$ cat src/rtl/pbk_pkg.sv
package pbk_pkg;
   typedef enum logic {ST_IDLE = 1'b0, ST_RUN = 1'b1} run_st_e;
endpackage

$ cat src/rtl/pbk_term_calc.sv
module pbk_term_calc #(
   parameter int BASE_W    = 16,
   parameter int MAX_SHIFT = 2,
   localparam int CNT_W    = BASE_W + MAX_SHIFT,
   localparam int SH_W     = (MAX_SHIFT > 0) ? $clog2(MAX_SHIFT + 1) : 1
) (
   input  logic [BASE_W-1:0] base_i,
   input  logic [SH_W-1:0]   shift_i,
   output logic [CNT_W-1:0]  term_o
);
   logic [CNT_W-1:0] cand [MAX_SHIFT+1];

   // one pre-shifted candidate for each legal shift
   for (genvar s = 0; s <= MAX_SHIFT; s++) begin : g_cand
      assign cand[s] = CNT_W'(base_i) << s;
   end

   always_comb begin
      term_o = cand[MAX_SHIFT];
      for (int i = 0; i <= MAX_SHIFT; i++) begin
         if (shift_i == SH_W'(i)) term_o = cand[i];
      end
   end

   initial begin
      if (BASE_W < 1) $error("BASE_W must be positive");
      if (MAX_SHIFT < 0) $error("MAX_SHIFT must not be negative");
   end
endmodule

$ cat src/rtl/pbk_req_ctl.sv
module pbk_req_ctl
   import pbk_pkg::*;
(
   input  logic clk,
   input  logic rst_n,
   input  logic play_en_i,
   input  logic fmt_err_i,
   output logic start_o,
   output logic dma_req_o
);
   run_st_e state_q;

   assign start_o   = play_en_i && (state_q == ST_IDLE);
   assign dma_req_o = (state_q == ST_RUN) && !fmt_err_i;

   always_ff @(posedge clk or negedge rst_n) begin
      if (!rst_n)          state_q <= ST_IDLE;
      else if (!play_en_i) state_q <= ST_IDLE;
      else                 state_q <= ST_RUN;
   end


   req_drop_chk: assert property (@(posedge clk) disable iff (!rst_n)
      !play_en_i |=> !dma_req_o);

   req_rise_chk: assert property (@(posedge clk) disable iff (!rst_n)
      (start_o && play_en_i) |=> (dma_req_o || fmt_err_i));
endmodule

$ cat src/rtl/pbk_byte_ctr.sv
module pbk_byte_ctr #(
   parameter int CNT_W = 18
) (
   input  logic             clk,
   input  logic             rst_n,
   input  logic             start_i,
   input  logic             acc_i,
   input  logic             irq_en_i,
   input  logic [CNT_W-1:0] term_i,
   output logic [CNT_W-1:0] xfer_o,
   output logic             irq_o
);
   logic [CNT_W-1:0] xfer_q;
   logic [CNT_W-1:0] xfer_inc;
   logic             hit;
   logic             irq_q;

   assign xfer_inc = xfer_q + CNT_W'(1);
   assign hit      = acc_i && irq_en_i && (xfer_inc == term_i);

   always_ff @(posedge clk or negedge rst_n) begin
      if (!rst_n) begin
         xfer_q <= '0;
         irq_q  <= 1'b0;
      end else begin
         irq_q <= hit;
         if (start_i || hit) xfer_q <= '0;
         else if (acc_i)     xfer_q <= xfer_inc;
      end
   end

   assign xfer_o = xfer_q;
   assign irq_o  = irq_q;


   wrap_zero_chk: assert property (@(posedge clk) disable iff (!rst_n)
      irq_o |-> (xfer_q == '0));

   irq_needs_en_chk: assert property (@(posedge clk) disable iff (!rst_n)
      irq_o |-> $past(irq_en_i));

   start_clear_chk: assert property (@(posedge clk) disable iff (!rst_n)
      start_i |=> (xfer_q == '0));

   initial begin
      if (CNT_W < 2) $error("CNT_W too small");
   end
endmodule

$ cat src/rtl/pbk_burst_lim.sv
module pbk_burst_lim #(
   parameter int CNT_W = 18
) (
   input  logic             irq_en_i,
   input  logic [CNT_W-1:0] term_i,
   input  logic [CNT_W-1:0] xfer_i,
   input  logic [CNT_W-1:0] free_i,
   output logic [CNT_W-1:0] lim_o
);
   logic [CNT_W-1:0] remain;

   assign remain = (term_i > xfer_i) ? (term_i - xfer_i) : '0;

   always_comb begin
      if (!irq_en_i)           lim_o = free_i;
      else if (remain < free_i) lim_o = remain;
      else                     lim_o = free_i;
   end
endmodule

$ cat src/rtl/pbk_xfer_ctr.sv
module pbk_xfer_ctr #(
   parameter int BASE_W    = 16,
   parameter int MAX_SHIFT = 2,
   localparam int CNT_W    = BASE_W + MAX_SHIFT,
   localparam int SH_W     = (MAX_SHIFT > 0) ? $clog2(MAX_SHIFT + 1) : 1
) (
   input  logic              clk,
   input  logic              rst_n,
   input  logic [BASE_W-1:0] base_cnt_i,
   input  logic [SH_W-1:0]   frame_shift_i,
   input  logic              irq_en_i,
   input  logic              play_en_i,
   input  logic              fmt_err_i,
   input  logic              byte_ack_i,
   input  logic [CNT_W-1:0]  out_free_i,
   output logic              dma_req_o,
   output logic              int_set_o,
   output logic              pi_set_o,
   output logic [CNT_W-1:0]  burst_lim_o
);
   logic [CNT_W-1:0] term;
   logic [CNT_W-1:0] xfer;
   logic             start;
   logic             req;
   logic             irq;

   pbk_term_calc #(.BASE_W(BASE_W), .MAX_SHIFT(MAX_SHIFT)) i_term (
      .base_i (base_cnt_i),
      .shift_i(frame_shift_i),
      .term_o (term)
   );

   pbk_req_ctl i_req (
      .clk      (clk),
      .rst_n    (rst_n),
      .play_en_i(play_en_i),
      .fmt_err_i(fmt_err_i),
      .start_o  (start),
      .dma_req_o(req)
   );

   pbk_byte_ctr #(.CNT_W(CNT_W)) i_ctr (
      .clk     (clk),
      .rst_n   (rst_n),
      .start_i (start),
      .acc_i   (byte_ack_i && req),
      .irq_en_i(irq_en_i),
      .term_i  (term),
      .xfer_o  (xfer),
      .irq_o   (irq)
   );

   pbk_burst_lim #(.CNT_W(CNT_W)) i_lim (
      .irq_en_i(irq_en_i),
      .term_i  (term),
      .xfer_i  (xfer),
      .free_i  (out_free_i),
      .lim_o   (burst_lim_o)
   );

   assign dma_req_o = req;
   assign int_set_o = irq;
   assign pi_set_o  = irq;


   hold_idle_chk: assert property (@(posedge clk) disable iff (!rst_n)
      (!req && !start) |=> $stable(xfer));

   lim_cap_chk: assert property (@(posedge clk) disable iff (!rst_n)
      burst_lim_o <= out_free_i);

   err_block_chk: assert property (@(posedge clk) disable iff (!rst_n)
      fmt_err_i |-> !dma_req_o);
endmodule

$ cat config.mk
export PLATFORM = sky130hd
export DESIGN_NAME = pbk_xfer_ctr
export DESIGN_NICKNAME = d
export VERILOG_FILES = /design/src/rtl/pbk_pkg.sv /design/src/rtl/pbk_term_calc.sv /design/src/rtl/pbk_req_ctl.sv /design/src/rtl/pbk_byte_ctr.sv /design/src/rtl/pbk_burst_lim.sv /design/src/rtl/pbk_xfer_ctr.sv
export SDC_FILE = /design/constraint.sdc
export NUM_CORES = 1
export LEC_CHECK = 0
export BUFFER_PORTS_ARGS = -buffer_cell sky130_fd_sc_hd__buf_2
export CORE_ASPECT_RATIO = 0.9
export CORE_MARGIN = 4
export CORE_UTILIZATION = 50
export CTS_BUF_LIST = sky130_fd_sc_hd__clkbuf_4
export DETAILED_ROUTE_END_ITERATION = 10
export HOLD_SLACK_MARGIN = 0.06
export PLACE_DENSITY = 0.81
export SLEW_MARGIN = 20
export SYNTH_ARGS = -nofsm -noshare
export SYNTH_HDL_FRONTEND = slang
export SYNTH_HIERARCHICAL = 1
export SYNTH_SLANG_ARGS = --single-unit
$ cat constraint.sdc
create_clock -name clk -period 3.8 [get_ports clk]
set_input_delay 0 -clock clk [delete_from_list [all_inputs] [get_ports clk]]
set_output_delay 0 -clock clk [all_outputs]
set_load 0.01 [all_outputs]
==> metrics.md <==
| Metric | Value |
|---|---|
| Most frequent cells in the layout | `buf_4 (107), buf_2 (49), nand2_1 (42)` |
| Min Hold Slack | `0.1419 ns` |
| Fill cells | `507` |
| Flops & latches, synth | `20` |
| Slew @ Worst Pin | `slightly below 0.8 ns` |
| Clock power frac | `8.0%` |
| # port buffers | `62` |
| Pre-Repair DR Iteration Count | `4` |
| R2r endpoint | `i_ctr/xfer_o[5]` |
| NumNets Final | `between 700 and 800` |
| Longest Clk Path Bufs | `2` |
| Combinational Power Share | `75.6%` |
| Clock Skew | `around 0.015 ns` |
| Initial antenna violation count | `0` |
| Setup slack after layout | `-0.4650 ns` |
| # DRC | `0` |
| Vias per cell | `~5.8` |
| GP Congestion | `a little under 1` |
| Antenna-violating nets left | `0` |
| Register Area | `500.5 um2` |
| CTS clock-pin slew for the worst setup and hold paths | `0.13 ns` |
| Clock Latency Late Sink | `about 0.31 ns` |
| Max IR drop VDD | `~0.23 mV` |
| Global route overflow | `0` |
| CP Data Required Time | `around 3.8 ns` |
| Sequential share of the synthesized area | `about an eighth` |
| Cts bufs inserted | `3` |
| Pwr/cell area | `~240 mW/mm2` |
| Detailed Route WL | `approximately 12000 um` |
| CTS tree | `yes` |
| Final Instance Area | `0.005544 mm2` |
| Largest net degree at the start of global routing | `23` |
| Starting Density | `between 50% and 60%` |
| Area Overhead vs Synth | `47.60%` |
| Min Tclk post-route | `around 4.3 ns` |
| Switching share of power | `between 40% and 50%` |
| Post-synth top flop | `dfrtp_1` |
| Synth Net Count | `around 580` |
| Failing checks | `setup timing` |
| Post-synth ARST share | `100.0%` |
| # diodes | `0` |
| Area of the multi-input gates | `0.003326 mm2` |
| Syn_area_per_cell | `between 7 and 8 um2` |
| Max Cap Viol | `0` |
| Io pins | `63` |
| Number of global-route vias before repair | `between 4000 and 5000` |
| DIE AREA | `~0.0090 mm2` |
| CTS root buffer | `clkbuf_4` |
| EDFF count, synth | `0` |
| WS Path Type | `register to primary output` |
| Relative slew slack | `between 40 and 50%` |
| Critical Path AT | `4.26 ns` |
| Post-Synthesis Cells | `roughly 500` |
| Core area | `approximately 0.007 mm2` |
| Setup Viol. Count Final | `18` |
| First DRT Iteration DRCs | `249` |
| DPL Wire Length | `about 8600 um` |
| Layout cells sized above 1 | `40.52%` |
| H-tree lvl count | `1` |
| Tightest Hold Check Type | `input port to async pin` |
| Fin crit share | `112.2%` |
| Die W | `99.36 um` |
| Reg2reg path depth | `10` |
| Setup TNS | `-7.078 ns` |
| Endpoints failing hold | `0` |
| FF-to-FF setup slack | `around 0.70 ns` |
| Commonest non-fill, non-tap cell in the layout | `buf_4` |
| Total track usage | `27.01%` |
| Site row count | `29` |
| RSZ-0062 raised after global routing | `yes` |
| CP Max Fanout | `7` |
| LEAKAGE | `around 2.5 nW` |
| Critical Path Source Type | `register` |
| Status | `finished with violations` |
| Mapped cell area | `0.003756 mm2` |
| Num Clock Sinks | `20` |
| Worst setup EP type | `primary output` |
| P_sw | `0.0005568 W` |
| Final Slew Violations | `0` |
| Warnings from Yosys | `6` |
| First-pass GRT wire length | `around 20000 um` |
| Fmax | `234.5 MHz` |
| Internal power | `a little under 0.0008 W` |
| Chip Height | `roughly 90 um` |
| Power, Total | `0.001341 W` |
| DR WL/cell | `between 15 and 20 um` |
| Count of cell types in the netlist | `71` |
| Routed vias | `4376` |
| Placed inst area | `between 0.004 and 0.005 mm2` |
| Sequential Power Share | `between 10% and 20%` |
| RR Startpoint | `i_ctr/xfer_o[1]` |
## area by class of cell
class	count	share of cell area, %
multi-input combinational	408	59.99
timing repair buffer	182	25.37
sequential	20	9.027
inverter	45	3.047
tap	93	2.099
clock buffer	3	0.4062
clock inverter	1	0.06770
## power by group through the flow
stage / Combinational [W] / Sequential [W] / Clock (W)
2_1_floorplan: 0.000461 / 0.000225 / 0
3_3_place_gp: 0.000740 / 0.000223 / 0
3_5_place_dp: 0.000765 / 0.000223 / 0
4_1_cts: 0.000947 / 0.000220 / 0.000111
5_1_grt: 0.00109 / 0.000221 / 0.000118
6_report: 0.00101 / 0.000221 / 0.000107
## through the flow
| stage | std cells | setup WS [ns] | utilization, % |
|---|---|---|---|
| finish | 752 | -0.4650 | 77.17 |
| global route | 752 | -0.6364 | 77.17 |
| CTS | 752 | -0.3164 | 75.93 |
| detailed placement | 726 | -0.2631 | 67.29 |
| global placement | 726 | -0.1213 | 67.26 |
| floorplan | 496 | 0.007921 | - |
## kinds of logic after synthesis
| logic type | synth area share (%) |
|---|---|
| flops | 13.32 |
| xor+xnor | 12.36 |
| mux | 9.194 |
| buf+inv | 8.261 |
| compound gates | 17.79 |
| fa+ha+maj | 12.52 |
| simple gates | 26.55 |
## cells in the mapped netlist, types with 5 or more instances
master	number	area share (%)
o21ai_0	20	2.7
buf_2	5	0.67
inv_1	45	4.5
xor2_1	26	6.1
nor2b_1	9	1.5
a31oi_1	6	1.0
a21oi_1	19	2.5
and2_1	5	0.83
o31ai_1	5	1.0
nand3_1	18	2.4
nor2_1	40	4.0
mux2i_1	18	4.8
nand4_1	11	1.8
nor4_1	6	1.0
mux2_4	5	2.0
ha_1	36	12
clkbuf_1	8	0.80
o21ai_1	7	0.93
dfrtp_1	20	13
mux2_2	8	2.4
a21o_1	5	1.0
nor3_1	27	3.6
xnor2_1	27	6.3
nand2_1	47	4.7
## flip-flops by register name, summed over array words and instances (netlist names)
register	count
i_ctr/irq_o	1
i_ctr/xfer_o	18
i_req/state_q	1
## repair_timing
action / CTS / global route
endpoints found under the setup margin: 18 / 18
gates cloned: 2 / 0
hold endpoints to repair: 21 / 0
pin swaps: 19 / 14
setup buffers: 18 / 1
gates resized for setup: 75 / 19
hold buffers: 2 / 0
## critical path, stage by stage (launching register included)
cell      delay, ns
dfrtp_1        0.41
inv_2          0.07
buf_4          0.14
fa_2           0.37
a21o_1         0.24
and3_4         0.20
o211ai_2       0.17
nand3_4        0.13
nand2_8        0.13
buf_6          0.14
nor2_1         0.07
ha_1           0.30
a21oi_1        0.18
nor2b_1        0.07
o21ai_1        0.16
nand4_1        0.18
a41oi_4        0.28
buf_12         0.17
buf_16         0.12
mux2_4         0.30
buf_6          0.12
## layer usage
| layer | global-route usage [%] | vias to the layer above | wire [um] |
|---|---|---|---|
| li1 | - | 2096 | - |
| met1 | 32.85 | 2045 | 5051 |
| met2 | 47.54 | 182 | 6104 |
| met3 | 2.322 | 53 | 705 |
| met4 | 12.63 | 0 | 537 |
| met5 | 0 | - | 0 |
## worst max-delay path by stage
stage                          start               to  slack [ns]  depth (start not counted)
floorplan           frame_shift_i[0]  burst_lim_o[10]       0.008                         20
global placement    frame_shift_i[0]   burst_lim_o[7]       -0.12                         22
detailed placement  frame_shift_i[0]   burst_lim_o[2]       -0.26                         21
CTS                  i_ctr/xfer_o[1]   burst_lim_o[2]       -0.32                         20
global route         i_ctr/xfer_o[0]  burst_lim_o[11]       -0.64                         20
finish               i_ctr/xfer_o[1]  burst_lim_o[11]       -0.46                         20
Note: power is estimated with default switching activity, not from simulation.
